## src/rtl/amp_pwr_pkg.sv

```systemverilog
package amp_pwr_pkg;

  typedef enum logic [1:0] {
    PS_D0 = 2'd0,
    PS_D1 = 2'd1,
    PS_D2 = 2'd2,
    PS_D3 = 2'd3
  } pwr_state_e;

  typedef enum logic [1:0] {
    PIN_OPEN_DRAIN = 2'b00,
    PIN_PUSH_PULL  = 2'b01,
    PIN_IN_A       = 2'b10,
    PIN_IN_B       = 2'b11
  } pin_mode_e;

  localparam int PS_W = 2;

  function automatic logic ps_awake(input logic [PS_W-1:0] ps);
    return (ps == PS_D0) || (ps == PS_D1);
  endfunction

endpackage

```

## src/rtl/amp_pwr_cfg.sv

```systemverilog
module amp_pwr_cfg
  import amp_pwr_pkg::*;
#(
  parameter int NUM_PORTS = 4
) (
  input  logic                 clk,
  input  logic                 por_rst,
  input  logic                 link_rst,
  input  logic                 cfg_we,
  input  logic [1:0]           cfg_mode_d,
  input  logic                 cfg_src_d,
  input  logic                 en_we,
  input  logic [NUM_PORTS-1:0] en_d,
  output pin_mode_e            pin_mode,
  output logic                 ctl_src,
  output logic [NUM_PORTS-1:0] port_en
);

  // Pin configuration: only power-on reset clears it
  always_ff @(posedge clk) begin
    if (por_rst) begin
      pin_mode <= PIN_OPEN_DRAIN;
      ctl_src  <= 1'b0;
    end else if (cfg_we) begin
      pin_mode <= pin_mode_e'(cfg_mode_d);
      ctl_src  <= cfg_src_d;
    end
  end

  // Port enables: any reset sets them all
  always_ff @(posedge clk) begin
    if (por_rst || link_rst) begin
      port_en <= '1;
    end else if (en_we) begin
      port_en <= en_d;
    end
  end

  // link reset must not disturb the pin configuration
  a_r9_cfg_kept: assert property (@(posedge clk) disable iff (por_rst)
    (link_rst && !cfg_we) |=> ($stable(pin_mode) && $stable(ctl_src)));

  // enables come back as all ones after a link reset
  a_r3_en_reset: assert property (@(posedge clk) disable iff (por_rst)
    link_rst |=> (port_en == {NUM_PORTS{1'b1}}));

endmodule

```

## src/rtl/amp_pwr_req.sv

```systemverilog
module amp_pwr_req
  import amp_pwr_pkg::*;
#(
  parameter int NUM_PORTS = 4
) (
  input  logic                      clk,
  input  logic                      rst,
  input  logic [NUM_PORTS-1:0]      port_en,
  input  logic [PS_W-1:0]           fg_ps,
  input  logic [PS_W*NUM_PORTS-1:0] port_ps,
  input  logic                      beep_en,
  input  logic [NUM_PORTS-1:0]      port_out_en,
  output logic [NUM_PORTS-1:0]      port_req,
  output logic                      req_any
);

  logic fg_awake;
  assign fg_awake = ps_awake(fg_ps);

  for (genvar i = 0; i < NUM_PORTS; i++) begin : g_port
    logic awake_i;
    assign awake_i     = fg_awake && ps_awake(port_ps[PS_W*i +: PS_W]);
    assign port_req[i] = port_en[i] && (awake_i || (beep_en && port_out_en[i]));
  end

  assign req_any = |port_req;

  // with the function group asleep and beep off no port may request
  a_r1_asleep_quiet: assert property (@(posedge clk) disable iff (rst)
    (!fg_awake && !beep_en) |-> !req_any);

  // a disabled port never requests
  a_r1_disabled_quiet: assert property (@(posedge clk) disable iff (rst)
    (port_req & ~port_en) == '0);

endmodule

```

## src/rtl/amp_pwr_sync.sv

```systemverilog
module amp_pwr_sync #(
  parameter int STAGES = 2
) (
  input  logic clk,
  input  logic rst,
  input  logic d,
  output logic q
);

  logic [STAGES-1:0] shreg;

  always_ff @(posedge clk) begin
    if (rst) begin
      shreg <= '0;
    end else begin
      shreg <= {shreg[STAGES-2:0], d};
    end
  end

  assign q = shreg[STAGES-1];

endmodule

```

## src/rtl/amp_pwr_arbiter.sv

```systemverilog
module amp_pwr_arbiter
  import amp_pwr_pkg::*;
#(
  parameter int NUM_PORTS   = 4,
  parameter int AMP_PORT    = 0,
  parameter int SYNC_STAGES = 2
) (
  input  logic                          clk,
  input  logic                          por_rst,
  input  logic                          link_rst,
  input  logic                          cfg_we,
  input  logic [1:0]                    cfg_mode_d,
  input  logic                          cfg_src_d,
  input  logic                          en_we,
  input  logic [NUM_PORTS-1:0]          en_d,
  input  logic [1:0]                    fg_ps,
  input  logic [2*NUM_PORTS-1:0]        port_ps,
  input  logic                          beep_en,
  input  logic [NUM_PORTS-1:0]          port_out_en,
  input  logic                          pad_in,
  output logic                          pad_do,
  output logic                          pad_oe,
  output logic                          amp_en
);

  logic                 rst_any;
  pin_mode_e            pin_mode;
  logic                 ctl_src;
  logic [NUM_PORTS-1:0] port_en;
  logic [NUM_PORTS-1:0] port_req;
  logic                 req_any;
  logic                 pad_sync;
  logic                 amp_pwr_ok;

  assign rst_any = por_rst || link_rst;

  amp_pwr_cfg #(.NUM_PORTS(NUM_PORTS)) u_cfg (
    .clk        (clk),
    .por_rst    (por_rst),
    .link_rst   (link_rst),
    .cfg_we     (cfg_we),
    .cfg_mode_d (cfg_mode_d),
    .cfg_src_d  (cfg_src_d),
    .en_we      (en_we),
    .en_d       (en_d),
    .pin_mode   (pin_mode),
    .ctl_src    (ctl_src),
    .port_en    (port_en)
  );

  amp_pwr_req #(.NUM_PORTS(NUM_PORTS)) u_req (
    .clk         (clk),
    .rst         (rst_any),
    .port_en     (port_en),
    .fg_ps       (fg_ps),
    .port_ps     (port_ps),
    .beep_en     (beep_en),
    .port_out_en (port_out_en),
    .port_req    (port_req),
    .req_any     (req_any)
  );

  amp_pwr_sync #(.STAGES(SYNC_STAGES)) u_sync (
    .clk (clk),
    .rst (rst_any),
    .d   (pad_in),
    .q   (pad_sync)
  );

  assign amp_pwr_ok = ps_awake(fg_ps) && ps_awake(port_ps[2*AMP_PORT +: 2]);

  always_ff @(posedge clk) begin
    if (rst_any) begin
      pad_do <= 1'b0;
      pad_oe <= 1'b1;
      amp_en <= 1'b0;
    end else begin
      unique case (pin_mode)
        PIN_OPEN_DRAIN: begin
          pad_do <= 1'b0;
          pad_oe <= !req_any;
        end
        PIN_PUSH_PULL: begin
          pad_do <= req_any;
          pad_oe <= 1'b1;
        end
        default: begin
          pad_do <= 1'b0;
          pad_oe <= 1'b0;
        end
      endcase
      amp_en <= ctl_src ? amp_pwr_ok : pad_sync;
    end
  end

  // open-drain never drives a high level
  a_r4_od_no_high: assert property (@(posedge clk) disable iff (rst_any)
    (pin_mode == PIN_OPEN_DRAIN) |=> !pad_do);

  // push-pull always drives
  a_r5_pp_drives: assert property (@(posedge clk) disable iff (rst_any)
    (pin_mode == PIN_PUSH_PULL) |=> pad_oe);

  // input modes never drive
  a_r6_in_released: assert property (@(posedge clk) disable iff (rst_any)
    pin_mode[1] |=> !pad_oe);

  // power-state control with the function group in D3 keeps the amp off
  a_r8_src_fg_off: assert property (@(posedge clk) disable iff (rst_any)
    (ctl_src && (fg_ps == PS_D3)) |=> !amp_en);

endmodule

```

## config.mk

```make
export PLATFORM = sky130hd
export DESIGN_NAME = amp_pwr_arbiter
export DESIGN_NICKNAME = d
export VERILOG_FILES = /design/src/rtl/amp_pwr_pkg.sv /design/src/rtl/amp_pwr_cfg.sv /design/src/rtl/amp_pwr_req.sv /design/src/rtl/amp_pwr_sync.sv /design/src/rtl/amp_pwr_arbiter.sv
export SDC_FILE = /design/constraint.sdc
export NUM_CORES = 1
export LEC_CHECK = 0
export ABC_AREA = 1
export BUFFER_PORTS_ARGS = -buffer_cell sky130_fd_sc_hd__buf_2
export CAP_MARGIN = 25
export CORE_AREA = 4 4 41 43
export DETAILED_ROUTE_END_ITERATION = 8
export DIE_AREA = 0 0 45 47
export GPL_TIMING_DRIVEN = 0
export PLACE_DENSITY = 0.69
export SLEW_MARGIN = 30
export SYNTH_ARGS = -nofsm -noshare
export SYNTH_HDL_FRONTEND = slang
export SYNTH_SLANG_ARGS = --single-unit
```

## constraint.sdc

```tcl
create_clock -name clk -period 2 [get_ports clk]
set_input_delay 0.1 -clock clk [delete_from_list [all_inputs] [get_ports clk]]
set_output_delay 0.1 -clock clk [all_outputs]
set_load 0.1 [all_outputs]
```

==> run summary, run 1 <==
status: finished clean
WP data required: 1900 ps
FF-to-FF path depth: 5
vias in the first global route: 407
synthesized cell area: 473 um^2
DR vias: 473
Unique masters post-synth: 11
CTS Sinks: 12
Clk Tree Root Cell: clkbuf_4
commonest non-fill, non-tap cells in the layout: buf_2 (25), nand2_1 (23), dfxtp_1 (12), nor2_1 (8), inv_1 (7)
gpl congestion: 0.678
CTS max path bufs: 2
Final Util: 50.2%
# rows: 13
Pre-antenna DRT Iters: 4
DRC: 0
Hold Fails Final Rpt: 0
measured slew at the worst slew-check pin: 485 ps
initial antenna violation count: 0
startpoint types: register
Congestion Overflow GR: 0
dominant cell type by area after synthesis: dfxtp_1
Synth Instances: 65
slowest CP cell: buf_2
CTS tree: built
Resize count post-CTS: 0
total CTS buffers: 3
#FFs+latches synth: 12
Crit. End Element: output port
post-CTS setup buffer count: 0
diodes inserted: 0
num ports: 31
FF-to-FF setup slack: 1290 ps
CTS H-Tree Depth: 1
relative slew slack: 67.9%
fin crit period: 1090 ps
Mapped Nets: 93
wire length per cell: 8.44 um
core area: 1300 um^2
commonest non-fill, non-tap cell in the layout: buf_2
Fmax achieved: 921 MHz
largest net degree at the start of global routing: 8
Peak VDD IR: 0.000501 V
Port Buffers: 25
vias per inst: 4.34
Initial Utilization: 36.3%
period utilization: 54.3%
CP Class: reg -> out
Antenna Nets Post-Route: 0
Synth top area share: 50.8%
slowest stage delay, CP: 410 ps
nets@finish: 123
DP HPWL: 810 um
Crit path depth: 1
Worst Hold Class: in -> reg
syn_area_per_cell: 7.28 um^2
register area share after synthesis: 50.8%
# setup viols final: 0
All-Layer GR Usage: 9.83%
Warnings, synthesis: 0
Setup Skew: 1.13 ps
full die area: 2120 um^2
crit path capture: pad_do
WP buf/inv: 1
Die Y: 47 um
Hold Buf Count CTS: 0
worst path cell trace: buf_2
Total Wirelength: 920 um
leak pwr: 0.340 nW
unrepaired setup endpoints after global routing: no
cell family with most CP delay: buffers and inverters
Arr. time, crit path: 990 ps
setup TNS: 0 ps
Reg2Reg Launch Point: u_cfg.port_en[2]$_SDFFE_PP1P_
layout cells sized above 1: 33.0%
die width: 45 um
Pwr Density: 797 nW/um^2
Starting DRT DRC Count: 12
Max FO, Critical Path: 1
Synth area leaders: dfxtp_1 (51%), nand2_1 (18%), nor2_1 (6.3%)
Slew Limit Fails: 0
clock latency on the worst-skew pair: 270 ps
Crit Reg-Reg Endpoint: pad_oe$_SDFF_PP1_
clock slew seen by the registers of the worst setup and hold paths: 70 ps
hold path start: en_d[3]
P&R area growth vs syn: 38.1%
max_cap viols: 0
first-pass GRT wire length: 1490 um
Worst Setup SP: pad_do$_SDFF_PP0_
metal layers:
layer	vias up	track usage, %	wire length [um]
met4	0	3.51	0
li1	262	-	-
met5	-	0	0
met1	194	10.1	327
met3	0	5.36	106
met2	17	16.9	487
stage by stage:
stage	instances	hold WS, ps	worst slack (ps)	cell area, um^2	power (mW)
after floorplan	65	169	991	473	0.307
after global placement	105	310	1200	617	0.338
final	109	34.7	915	653	0.521
after CTS	109	29.3	901	653	0.528
after global routing	109	37.2	841	653	0.556
after detailed placement	105	312	1200	617	0.340
cell families (layout without fill, tap and decap cells):
logic type	count (synthesis)	count (layout)	synth area share, %
and+or+nand+nor	37	37	32.5
DFF	12	12	50.8
buffers and inverters	7	36	5.56
AOI/OAI and AO/OA	9	9	11.1
Yosys cell counts:
| cell | instances |
|---|---|
| nand3_1 | 4 |
| dfxtp_1 | 12 |
| a21oi_1 | 1 |
| nor2_4 | 1 |
| inv_1 | 7 |
| a211oi_1 | 2 |
| o21a_1 | 1 |
| o21ai_0 | 5 |
| nor2_1 | 8 |
| nor2_2 | 1 |
| nand2_1 | 23 |
state kept, by name (all words and copies together), names as in the netlist:
| name | count |
|---|---|
| u_cfg.port_en | 4 |
| u_cfg.pin_mode | 2 |
| amp_en | 1 |
| pad_do | 1 |
| u_cfg.ctl_src | 1 |
| pad_oe | 1 |
| u_sync.shreg | 2 |
final cells by class:
class | instances | area (um^2)
fillers | 148 | 648
flip-flops and latches | 12 | 240
multi-input cells | 46 | 206
repair buffers | 25 | 125
clock buffers | 4 | 36.3
inverters | 7 | 26.3
well taps | 15 | 18.8
where the power goes:
| group | switching (mW) | internal [mW] |
|---|---|---|
| registers | 0.00419 | 0.250 |
| clock network | 0.0769 | 0.111 |
| logic | 0.0486 | 0.0308 |
worst min-delay path by stage:
| stage | endpoint | cells past startpoint | slack [ps] |
|---|---|---|---|
| after detailed placement | u_cfg.port_en[3]$_SDFFE_PP1P_ | 3 | 310 |
| final | u_cfg.port_en[3]$_SDFFE_PP1P_ | 3 | 30 |
| after global placement | u_cfg.port_en[0]$_SDFFE_PP1P_ | 3 | 310 |
| after CTS | u_cfg.port_en[3]$_SDFFE_PP1P_ | 3 | 30 |
| after global routing | u_sync.shreg[0]$_SDFF_PP0_ | 3 | 40 |
| after floorplan | u_cfg.ctl_src$_SDFFE_PP0P_ | 1 | 170 |
worst min-delay path: cells and delay by family:
kind	cells	cell delay, ps
buf+inv	1	70
simple gates	2	100
Note: power is estimated with default switching activity, not from simulation.
==> inputs of run 2 (changes only) <==
- clock period: 2 -> 1.05 ns (I/O delays scaled with it)
==> run 2 against run 1 <==
Sequential share of layout area decreased by 2.5 points. Critical path depth unchanged. Sequential power increased by 91%. Count of clock-buffer cells in the layout unchanged. Via count increased by 3.8%. Clock power increased by 91%. Cell area increased by 7.3%. Largest cell class unchanged.
==> run summary, run 2 (synthesis gave the netlist of run 1 again) <==
full die area: 2120 um^2
filler-free cell count of the finished design: 113
fill count: 139
slowest stage delay, CP: 320 ps
DP HPWL: 810 um
Total Wirelength: 957 um
Port Buffers: 25
leak pwr: 0.358 nW
total CTS buffers: 3
crit path capture: pad_oe
commonest non-fill, non-tap cells in the layout: nand2_1 (23), buf_2 (22), dfxtp_1 (12), nor2_1 (8), inv_1 (7)
startpoint types: register
DR vias: 491
max_cap viols: 0
Starting DRT DRC Count: 12
Slew Limit Fails: 0
Congestion Overflow GR: 0
diodes inserted: 0
wire length per cell: 8.47 um
# setup viols final: 0
Fmax achieved: 1060 MHz
fin crit period: 943 ps
layout cells sized above 1: 31.6%
nets@finish: 127
Arr. time, crit path: 890 ps
cell family with most CP delay: buffers and inverters
All-Layer GR Usage: 10.5%
Largest Register: u_cfg.port_en
Pwr Density: 1440 nW/um^2
measured slew at the worst slew-check pin: 301 ps
CTS Sinks: 12
largest net degree at the start of global routing: 8
Reg2Reg Launch Point: u_cfg.port_en[2]$_SDFFE_PP1P_
DRC: 0
Antenna Nets Post-Route: 0
max reg flops: 4
period utilization: 89.8%
WHS: 7.04 ps
status: finished clean
core area: 1300 um^2
Crit Reg-Reg Endpoint: pad_oe$_SDFF_PP1_
CTS tree: built
first-pass GRT wire length: 1610 um
Peak VDD IR: 0.000956 V
clock slew seen by the registers of the worst setup and hold paths: 70 ps
Worst Hold Class: in -> reg
Crit. End Element: output port
unrepaired setup endpoints after global routing: no
CP Class: reg -> out
Max FO, Critical Path: 1
Worst Setup SP: pad_oe$_SDFF_PP1_
# rows: 13
initial antenna violation count: 0
Hold Fails Final Rpt: 0
vias per inst: 4.35
die width: 45 um
CTS max path bufs: 2
WP buf/inv: 1
commonest non-fill, non-tap cell in the layout: nand2_1
vias in the first global route: 436
Die Y: 47 um
gpl congestion: 0.678
FF-to-FF path depth: 5
setup TNS: 0 ps
FF-to-FF setup slack: 340 ps
Pre-antenna DRT Iters: 4
Crit path depth: 1
Inst Count DP: 105
slowest CP cell: clkbuf_4
P&R area growth vs syn: 48.1%
Setup Skew: 1.08 ps
biggest regs: u_cfg.port_en x4, u_cfg.pin_mode x2, u_sync.shreg x2
CTS H-Tree Depth: 1
relative slew slack: 80.0%
clock latency on the worst-skew pair: 270 ps
Initial Utilization: 36.3%
worst path cell trace: clkbuf_4
WP data required: 1000 ps
num ports: 31
Clk Tree Root Cell: clkbuf_4
run 2: metal layers:
metal	GRT usage, %	share of wire [%]
met1	10.8	36
met2	18.6	55
met3	5.36	9.5
met4	3.51	0
met5	0	0
run 2: how the worst min path moves through the flow:
stage / endpoint / from / depth (start not counted) / slack [ps]
6_report: u_cfg.port_en[0]$_SDFFE_PP1P_ / en_d[0] / 3 / 7
5_1_grt: u_cfg.port_en[0]$_SDFFE_PP1P_ / en_d[0] / 3 / 6
3_3_place_gp: u_cfg.port_en[0]$_SDFFE_PP1P_ / en_d[0] / 3 / 260
4_1_cts: u_cfg.ctl_src$_SDFFE_PP0P_ / por_rst / 2 / 6
3_5_place_dp: u_cfg.port_en[3]$_SDFFE_PP1P_ / en_d[3] / 3 / 260
2_1_floorplan: u_cfg.ctl_src$_SDFFE_PP0P_ / por_rst / 1 / 120
run 2: repair_timing:
item,CTS,global route
hold buffers,4,0
resized for setup,2,1
setup buffers,0,0
endpoints found under the setup margin,2,1
endpoints found under the hold margin,4,0
run 2: where the power goes:
part           internal [mW]  leakage (nW)  switching (mW)
sequential             0.476        0.0986         0.00812
combinational         0.0707         0.238          0.0944
clock                  0.211        0.0210           0.146
run 2: tightest hold or removal path: stages:
cell and delay (ps):
buf_2 80, nand2_1 50, nand3_1 70
run 2: metrics by stage:
| stage | instance area, um^2 | util, % | worst slack, ps | power [mW] |
|---|---|---|---|---|
| global route | 701 | 53.8 | 67.3 | 1.07 |
| floorplan | 473 | - | 88.5 | 0.585 |
| CTS | 698 | 53.7 | 3.85 | 1.02 |
| global placement | 617 | 47.4 | 302 | 0.644 |
| detailed placement | 617 | 47.4 | 301 | 0.647 |
| finish | 701 | 53.8 | 107 | 1.01 |
run 2: layout make-up:
type	instances	area (um^2)	area share, %
flip-flops and latches	12	240	34.3
inverters	7	26.3	3.75
clock buffers	4	36.3	5.18
well taps	15	18.8	2.68
repair buffers	29	173	24.6
multi-input cells	46	206	29.5
